==> config.mk <==
export PLATFORM = sky130hd
export DESIGN_NAME = nullfill_inserter
export DESIGN_NICKNAME = d
export VERILOG_FILES = /design/src/rtl/nullfill_pkg.sv /design/src/rtl/nullfill_fifo.sv /design/src/rtl/nullfill_ctrl.sv /design/src/rtl/nullfill_datapath.sv /design/src/rtl/nullfill_inserter.sv
export SDC_FILE = /design/constraint.sdc
export NUM_CORES = 1
export LEC_CHECK = 0
export BUFFER_PORTS_ARGS = -buffer_cell sky130_fd_sc_hd__buf_2
export CAP_MARGIN = 20
export CORE_MARGIN = 3
export CORE_UTILIZATION = 55
export CTS_CLUSTER_SIZE = 20
export DETAILED_ROUTE_END_ITERATION = 16
export PLACE_DENSITY_LB_ADDON = 0.08
export SYNTH_ARGS = -nofsm -noshare
export SYNTH_HDL_FRONTEND = slang
export SYNTH_HIERARCHICAL = 1
export SYNTH_SLANG_ARGS = --single-unit
==> constraint.sdc <==
create_clock -name clk -period 3.15 [get_ports clk]
set_input_delay 0.1575 -clock clk [delete_from_list [all_inputs] [get_ports clk]]
set_output_delay 0.1575 -clock clk [all_outputs]
set_load 0.05 [all_outputs]
==> src/rtl/nullfill_pkg.sv <==
package nullfill_pkg;

  localparam int BYTE_W     = 8;
  // Header length and delay-line depth are the same number by design.
  localparam int PIPE_DEPTH = 3;

  typedef logic [BYTE_W-1:0] byte_t;

  // Control-to-datapath strobes.
  typedef struct packed {
    logic stuff;  // select buffered byte onto the output
    logic pop;    // advance the side buffer
  } strobe_t;

  // Null-frame signature, byte k of the frame header.
  function automatic byte_t hdrByte(input int k);
    case (k)
      0:       hdrByte = 8'h47;
      1:       hdrByte = 8'h1F;
      default: hdrByte = 8'hFF;
    endcase
  endfunction

endpackage

==> src/rtl/nullfill_fifo.sv <==
module nullfill_fifo
  import nullfill_pkg::*;
#(
  parameter int DEPTH = 16,
  localparam int PTR_W = (DEPTH > 1) ? $clog2(DEPTH) : 1,
  localparam int LVL_W = $clog2(DEPTH + 1)
) (
  input  logic             clk,
  input  logic             rst,
  input  logic             wrEn,
  input  byte_t            wrData,
  input  logic             rdEn,
  output byte_t            rdData,
  output logic             empty,
  output logic             full,
  output logic [LVL_W-1:0] level
);

  byte_t            mem [DEPTH];
  logic [PTR_W-1:0] wrPtr, rdPtr;
  logic             doWr, doRd;

  assign full   = (level == LVL_W'(DEPTH));
  assign empty  = (level == '0);
  assign doWr   = wrEn && !full;
  assign doRd   = rdEn && !empty;
  assign rdData = mem[rdPtr];

  function automatic logic [PTR_W-1:0] nextPtr(input logic [PTR_W-1:0] p);
    nextPtr = (p == PTR_W'(DEPTH - 1)) ? '0 : p + 1'b1;
  endfunction

  always_ff @(posedge clk) begin
    if (doWr) mem[wrPtr] <= wrData;
  end

  always_ff @(posedge clk) begin
    if (rst) begin
      wrPtr <= '0;
      rdPtr <= '0;
      level <= '0;
    end else begin
      if (doWr) wrPtr <= nextPtr(wrPtr);
      if (doRd) rdPtr <= nextPtr(rdPtr);
      case ({doWr, doRd})
        2'b10:   level <= level + 1'b1;
        2'b01:   level <= level - 1'b1;
        default: level <= level;
      endcase
    end
  end

endmodule

==> src/rtl/nullfill_ctrl.sv <==
module nullfill_ctrl
  import nullfill_pkg::*;
#(
  parameter int FRAME_LEN = 16,
  localparam int IDX_W = $clog2(FRAME_LEN)
) (
  input  logic                             clk,
  input  logic                             rst,
  input  logic                             lockIn,
  input  logic [PIPE_DEPTH-1:0][BYTE_W-1:0] stgByte,
  input  logic [PIPE_DEPTH-1:0][IDX_W-1:0]  stgIdx,
  input  logic [PIPE_DEPTH-1:0]            stgLock,
  input  logic                             fifoEmpty,
  output logic [IDX_W-1:0]                 frameIdx,
  output strobe_t                          strb
);

  localparam int LAST = PIPE_DEPTH - 1;

  logic [PIPE_DEPTH-1:0] hdrHit;
  logic                  frameNull;
  logic                  inPayload;

  // Byte counter: held at 0 while unlocked, wraps at the frame length.
  always_ff @(posedge clk) begin
    if (rst || !lockIn)                          frameIdx <= '0;
    else if (frameIdx == IDX_W'(FRAME_LEN - 1))  frameIdx <= '0;
    else                                         frameIdx <= frameIdx + 1'b1;
  end

  // The oldest stage holds header byte 0, the newest the last header byte.
  genvar k;
  generate
    for (k = 0; k < PIPE_DEPTH; k++) begin : g_hdr
      assign hdrHit[k] = stgLock[k]
                      && (stgIdx[k]  == IDX_W'(LAST - k))
                      && (stgByte[k] == hdrByte(LAST - k));
    end
  endgenerate

  // Latch the verdict as header byte 0 leaves; it governs the rest of the frame.
  always_ff @(posedge clk) begin
    if (rst || !stgLock[LAST])     frameNull <= 1'b0;
    else if (stgIdx[LAST] == '0)   frameNull <= &hdrHit;
  end

  assign inPayload = stgLock[LAST] && (stgIdx[LAST] >= IDX_W'(PIPE_DEPTH));

  always_comb begin
    strb       = '0;
    strb.stuff = frameNull && inPayload && !fifoEmpty;
    strb.pop   = strb.stuff;
  end

endmodule

==> src/rtl/nullfill_datapath.sv <==
module nullfill_datapath
  import nullfill_pkg::*;
#(
  parameter int FRAME_LEN  = 16,
  parameter int FIFO_DEPTH = 16,
  localparam int IDX_W = $clog2(FRAME_LEN),
  localparam int LVL_W = $clog2(FIFO_DEPTH + 1)
) (
  input  logic                              clk,
  input  logic                              rst,
  input  logic                              lockIn,
  input  byte_t                             tsIn,
  input  logic [IDX_W-1:0]                  frameIdx,
  input  logic                              usrWrEn,
  input  byte_t                             usrData,
  input  strobe_t                           strb,
  output logic [PIPE_DEPTH-1:0][BYTE_W-1:0] stgByte,
  output logic [PIPE_DEPTH-1:0][IDX_W-1:0]  stgIdx,
  output logic [PIPE_DEPTH-1:0]             stgLock,
  output logic                              fifoEmpty,
  output logic                              fifoFull,
  output logic [LVL_W-1:0]                  fifoLevel,
  output byte_t                             tsOut
);

  byte_t headByte;

  // Delay line: each stage carries the byte, its frame index and its lock bit.
  genvar s;
  generate
    for (s = 0; s < PIPE_DEPTH; s++) begin : g_stage
      if (s == 0) begin : g_first
        always_ff @(posedge clk) begin
          if (rst) begin
            stgByte[s] <= '0;
            stgIdx[s]  <= '0;
            stgLock[s] <= 1'b0;
          end else begin
            stgByte[s] <= tsIn;
            stgIdx[s]  <= frameIdx;
            stgLock[s] <= lockIn;
          end
        end
      end else begin : g_next
        always_ff @(posedge clk) begin
          if (rst) begin
            stgByte[s] <= '0;
            stgIdx[s]  <= '0;
            stgLock[s] <= 1'b0;
          end else begin
            stgByte[s] <= stgByte[s-1];
            stgIdx[s]  <= stgIdx[s-1];
            stgLock[s] <= stgLock[s-1];
          end
        end
      end
    end
  endgenerate

  nullfill_fifo #(.DEPTH(FIFO_DEPTH)) u_fifo (
    .clk    (clk),
    .rst    (rst),
    .wrEn   (usrWrEn),
    .wrData (usrData),
    .rdEn   (strb.pop),
    .rdData (headByte),
    .empty  (fifoEmpty),
    .full   (fifoFull),
    .level  (fifoLevel)
  );

  assign tsOut = strb.stuff ? headByte : stgByte[PIPE_DEPTH-1];

endmodule

==> src/rtl/nullfill_inserter.sv <==
module nullfill_inserter
  import nullfill_pkg::*;
#(
  parameter int FRAME_LEN  = 16,
  parameter int FIFO_DEPTH = 16
) (
  input  logic       clk,
  input  logic       rst,
  input  logic       lockIn,
  input  logic [7:0] tsIn,
  input  logic       usrWrEn,
  input  logic [7:0] usrData,
  output logic [7:0] tsOut,
  output logic       usrFull
);

  localparam int IDX_W = $clog2(FRAME_LEN);
  localparam int LVL_W = $clog2(FIFO_DEPTH + 1);

  logic [PIPE_DEPTH-1:0][BYTE_W-1:0] stgByte;
  logic [PIPE_DEPTH-1:0][IDX_W-1:0]  stgIdx;
  logic [PIPE_DEPTH-1:0]             stgLock;
  logic [IDX_W-1:0]                  frameIdx;
  logic                              fifoEmpty;
  logic [LVL_W-1:0]                  fifoLevel;
  strobe_t                           strb;

  nullfill_ctrl #(.FRAME_LEN(FRAME_LEN)) u_ctrl (
    .clk       (clk),
    .rst       (rst),
    .lockIn    (lockIn),
    .stgByte   (stgByte),
    .stgIdx    (stgIdx),
    .stgLock   (stgLock),
    .fifoEmpty (fifoEmpty),
    .frameIdx  (frameIdx),
    .strb      (strb)
  );

  nullfill_datapath #(.FRAME_LEN(FRAME_LEN), .FIFO_DEPTH(FIFO_DEPTH)) u_dp (
    .clk       (clk),
    .rst       (rst),
    .lockIn    (lockIn),
    .tsIn      (tsIn),
    .frameIdx  (frameIdx),
    .usrWrEn   (usrWrEn),
    .usrData   (usrData),
    .strb      (strb),
    .stgByte   (stgByte),
    .stgIdx    (stgIdx),
    .stgLock   (stgLock),
    .fifoEmpty (fifoEmpty),
    .fifoFull  (usrFull),
    .fifoLevel (fifoLevel),
    .tsOut     (tsOut)
  );

endmodule

* Word-level counts from Yosys, hierarchy flattened *
Memories as Yosys holds them, arrays and structs flattened. A register that Yosys moved wholly into a read port is not among the register bits.
Index checks and enable logic that the tools add are counted.

operators by class
  $add $sub $neg = 5
  order comparisons = 1
  eq/ne operators = 11
  mux-type cells = 8
  reductions and logical operators = 22

operator list
  cell                                                               count
  two-way mux 4 bit                                                  4
  adder 4 x 1 -> 4 bit, second input constant                        3
  equality test 4 bit, second input constant                         3
  logical AND 1 bit                                                  11
  case mux 5 bit (2 select lines)                                    1
  equality test 8 x 5 -> 1 bit, second input constant                1
  equality test 8 x 7 -> 1 bit, second input constant                1
  equality test 8 bit, second input constant                         1
  two-way mux 8 bit                                                  1
  adder 5 x 1 -> 5 bit, second input constant                        1
  equality test 5 bit, second input constant                         1
  logical NOT 5 bit                                                  1
  subtractor 5 x 1 -> 5 bit, second input constant                   1
  equality test 4 x 1 -> 1 bit, second input constant                1
  equality test 4 x 2 -> 1 bit, second input constant                1
  greater-or-equal comparator 4 x 2 -> 1 bit, second input constant  1
  logical NOT 1 bit                                                  4
  logical NOT 4 bit                                                  1
  AND reduction 3 bit                                                1
  equality test 2 x 1 -> 1 bit, second input constant                1
  equality test 2 bit, second input constant                         1
  logical OR 1 bit                                                   2
  two-way mux 1 bit                                                  2
  nonzero test 2 bit                                                 1
  OR reduction 2 bit                                                 1

word-level totals
  flip-flop bits (word level) = 57
  memory bits (writable) = 128
  input bits = 20
  output and inout bits = 9
  word-level logic and storage cells = 62
  memories kept = 1

memory list
  name             depth  width  rd ports  clocked after Yosys merged registers in  write ports  line                 text
  u_dp.u_fifo.mem  16     8      1         1                                        1            nullfill_fifo.sv:19  byte_t mem [DEPTH];

* Depth between registers and ports, before layout *
  word-level depth = 7
  depth in mapped cells = 15
  depth with buffers taken out = 12

* Modules after synthesis *
The synthesis kept the hierarchy.

by module, submodules not included
  module             instances  cells each  area each (µm²)
  nullfill_fifo      1          297         5926.9
  nullfill_datapath  1          91          1188.6
  nullfill_ctrl      1          34          322.8

* Worst setup path after synthesis *
OpenSTA, ideal clock, no wires.

  kind = flip-flop to flip-flop
  start = register u_dp.u_fifo.level[2]
  end = register u_dp.u_fifo.level[4]
  setup time = 0.121 ns
  arrival time = 2.838 ns
  data required time = 3.029 ns
  setup slack = 0.192 ns
  stages on the path, launching flop included = 16
  buffers on the path = 3
  cell sequence = dfxtp_1 -> clkbuf_1 -> or4_4 -> buf_6 -> nor2_1 -> nor3_1 -> o21ai_4 -> inv_1 -> ha_1 -> clkbuf_1 -> xor2_1 -> ha_1 -> inv_1 -> a32oi_1 -> a31oi_1 -> mux2_2

RTL lines
  element                 line                 text
  start, declared         nullfill_fifo.sv:16  output logic [LVL_W-1:0] level
  start signal, assigned  nullfill_fifo.sv:46  2'b10: level <= level + 1'b1;
  start signal, assigned  nullfill_fifo.sv:47  2'b01: level <= level - 1'b1;
  start signal, assigned  nullfill_fifo.sv:48  default: level <= level;

==> impl_metrics.tcl <==
set metrics [dict create \
    status "completed" \
    synth_edf_count 128 \
    dpl.cell_count 609 \
    rrSetupSlack_ps 130 \
    hp-class "in -> reg" \
    vias 3756 \
    syn_area_um2 7440 \
    wl_per_cell_um 20.8 \
    ys_seq_elements 189 \
    critPathArrivalTime_ps 3330 \
    ant_nets 0 \
    grt_usage_pct 19.7 \
    yosys-top-cells-area "edfxtp_1 (52%), dfxtp_1 (16%), mux4_2 (7.9%)" \
    min_path_cells 1 \
    netlist_top_cells_count "edfxtp_1 (128), dfxtp_1 (61), nor2b_1 (40), mux4_2 (26), nor2_1 (15)" \
    path_max_fanout 10 \
    rsz0062_at_grt "no" \
    ys_warn_count 6 \
    hold_path_end "u_dp/u_fifo/mem[8][6]" \
    fin_cells 650 \
    core_um2 12900 \
    dr.pass1.iters 4 \
    yosys.area.top_type "edfxtp_1" \
    port_buffers 28 \
    htree_levels 4 \
    cts.sinks 189 \
    syn_inst 422 \
    cp.required_ps 3460 \
    max-slew-margin-rel_pct 35.0 \
    yosysTopAreaCellShare_pct 51.7 \
    route.detailed.drc 0 \
    yosysMostFrequentCell "edfxtp_1" \
    postSynth.asyncResetShare_pct 0 \
    finalSetupViolCount 0 \
    clk_path_buf_depth 2 \
    clkSlewWorstSetupHoldPaths_ps 60 \
    synth.avg_cell_area_um2 17.6 \
    leakage_nw 2.94 \
    io_pins 29 \
    path_delay_family "simple AND/OR/NAND/NOR gates" \
    slew_violations 0 \
    reg2reg_from "u_dp/u_fifo/level[3]" \
    layout_worst_path_cycle_share_pct 95.8 \
    numCtsBuffers 17 \
    fillers 922 \
    grt_pass1_vias 3753 \
    ir_worst_vdd_v 0.000447 \
    drt-initial-drc-count 240 \
    grt_max_degree 58 \
    root_buffer "clkbuf_16" \
    grt_pass1_wl_mm 21.3 \
    hold_viol_final 0 \
    grt-ovfl-total 0 \
    die_area_um2 15000 \
    start_util_pct 57.5 \
    path_cells "or4_4 > nor2_1 > nor3_4 > o21ai_4 > inv_1 > ha_1 > xor2_1 > ha_1 > inv_1 > a32oi_1 > a31oi_1 > mux2_2" \
    ff2ff_path_depth 12 \
    fmax_ghz 0.332 \
    drive_gt1_share_pct 24.9 \
    clock_latency_ps 420 \
    dp.final_hpwl_mm 8.83 \
    synthFlopType "edfxtp_1" \
    maxCapViolCount 0 \
    die_w_um 122 \
    skew_ps 6.59 \
    die_h_um 122 \
    start_kind "flip-flop" \
    setup.worst_path.end_class "flip-flop" \
    finalCriticalPeriod_ps 3020 \
    cts_tree "built" \
    vias_per_cell 5.78 \
    timing.rr.end "u_dp/u_fifo/level[4]" \
    rows 41 \
    gp_congestion 0.730 \
    tightest_slew_ps 974 \
    cp.buffers_inverters 2 \
    hp-start "usrData[6]" \
    layout.nets 494 \
    yosysUniqueCellTypes 55 \
    crit_type "reg -> reg" \
    antenna_cells 0 \
    syn-num-nets 451 \
    max_stage_delay_ps 550 \
    antenna_found_initial 0 \
    finalWirelength_mm 13.5 \
    p_per_area_nw_per_um2 599 \
    cp_slowest_cell "or4_4" \
    hold_ws_ps 107 \
    power_mw 5.05 \
    area_growth_pct 13.3 \
    synth_seq_area_share_pct 68.1 \
]
==> stage by stage <==
stage	util (%)	TNS (ps)	area, µm²	setup WS [ps]
6_report	65.2	0	8430	133
5_1_grt	65.2	0	8430	0.0244
4_1_cts	65.2	0	8430	59.0
3_5_place_dp	59.6	-85.5	7710	-65.1
3_3_place_gp	59.6	0	7710	23.7
2_1_floorplan	-	0	7440	192
==> metal layers <==
layer	routed length, µm	global-route usage [%]
met5	0	0
met4	171	6.72
met3	661	4.65
met2	6570	30.3
met1	6120	28.1
==> logic make-up (layout without fill, tap and decap cells) <==
group / count (synthesis) / in the layout / share of synthesized area (%)
DFF: 189 / 189 / 68.1
and+or+nand+nor: 110 / 110 / 9.10
muxes: 52 / 52 / 15.0
buffers and inverters: 30 / 86 / 2.69
AOI/OAI and AO/OA: 24 / 24 / 2.66
adders and majority gates: 9 / 9 / 1.51
xor gates and xnor gates: 8 / 8 / 0.942
==> cell usage in the layout (no fill, tap or decap), drive strengths merged, types with 3 or more instances in the layout <==
cell	instances
nor2	17
o21ai	3
and2	4
dlygate4sd3	9
inv	12
xor2	7
ha	9
nor2b	40
clkinv	5
a21oi	6
clkbuf	22
mux4	40
and4	4
edfxtp	128
nand4	3
nand2	9
buf	37
dfxtp	61
nand3	7
mux2	10
and3	7
nor3	4
==> worst register-to-register path, cell delays in order, from the launching register on <==
cell	delay, ps
dfxtp_1	360
or4_4	560
nor2_1	260
nor3_4	180
o21ai_4	140
inv_1	100
ha_1	240
xor2_1	150
ha_1	230
inv_1	60
a32oi_1	90
a31oi_1	210
mux2_2	350
==> where the power goes <==
| group | internal [mW] | switching (mW) |
|---|---|---|
| Sequential | 2.68 | 0.0185 |
| Clock | 1.28 | 0.893 |
| Combinational | 0.0689 | 0.103 |
==> area by class of cell <==
| class | count | area, µm² | share of cell area (%) |
|---|---|---|---|
| timing repair buffer | 46 | 298 | 3.53 |
| clock inverter | 10 | 92.6 | 1.10 |
| multi-input combinational | 203 | 2180 | 25.9 |
| inverter | 8 | 42.5 | 0.505 |
| clock buffer | 22 | 528 | 6.26 |
| sequential | 189 | 5070 | 60.1 |
| tap | 172 | 215 | 2.55 |
==> registers in the layout, summed over array words and instances, names as in the netlist, named ones only <==
name               cells
u_dp/stgIdx           12
u_ctrl/frameIdx        4
u_dp/u_fifo/mem      128
u_dp/u_fifo/wrPtr      4
u_dp/stgLock           3
u_dp/stgByte          24
u_ctrl/frameNull       1
u_dp/u_fifo/level      5
u_dp/u_fifo/rdPtr      4
==> worst max-delay path by stage <==
stage	start	end	depth (start not counted)
2_1_floorplan	u_dp/u_fifo/level[2]	u_dp/u_fifo/level[4]	15
3_3_place_gp	u_dp/u_fifo/level[0]	u_dp/u_fifo/level[4]	11
3_5_place_dp	u_dp/u_fifo/level[3]	u_dp/u_fifo/level[4]	11
4_1_cts	flip-flop	tsOut[5]	5
5_1_grt	u_dp/u_fifo/level[3]	u_dp/u_fifo/level[2]	12
6_report	u_dp/u_fifo/level[3]	u_dp/u_fifo/level[4]	12
==> what timing repair did <==
action                                  CTS  global route
buffers inserted                          0             0
endpoints found under the setup margin    2             6
resized for setup                         1             1
hold buffers                              9             0
hold endpoints to repair                 10             0
Power figures use the tool's default switching activity.
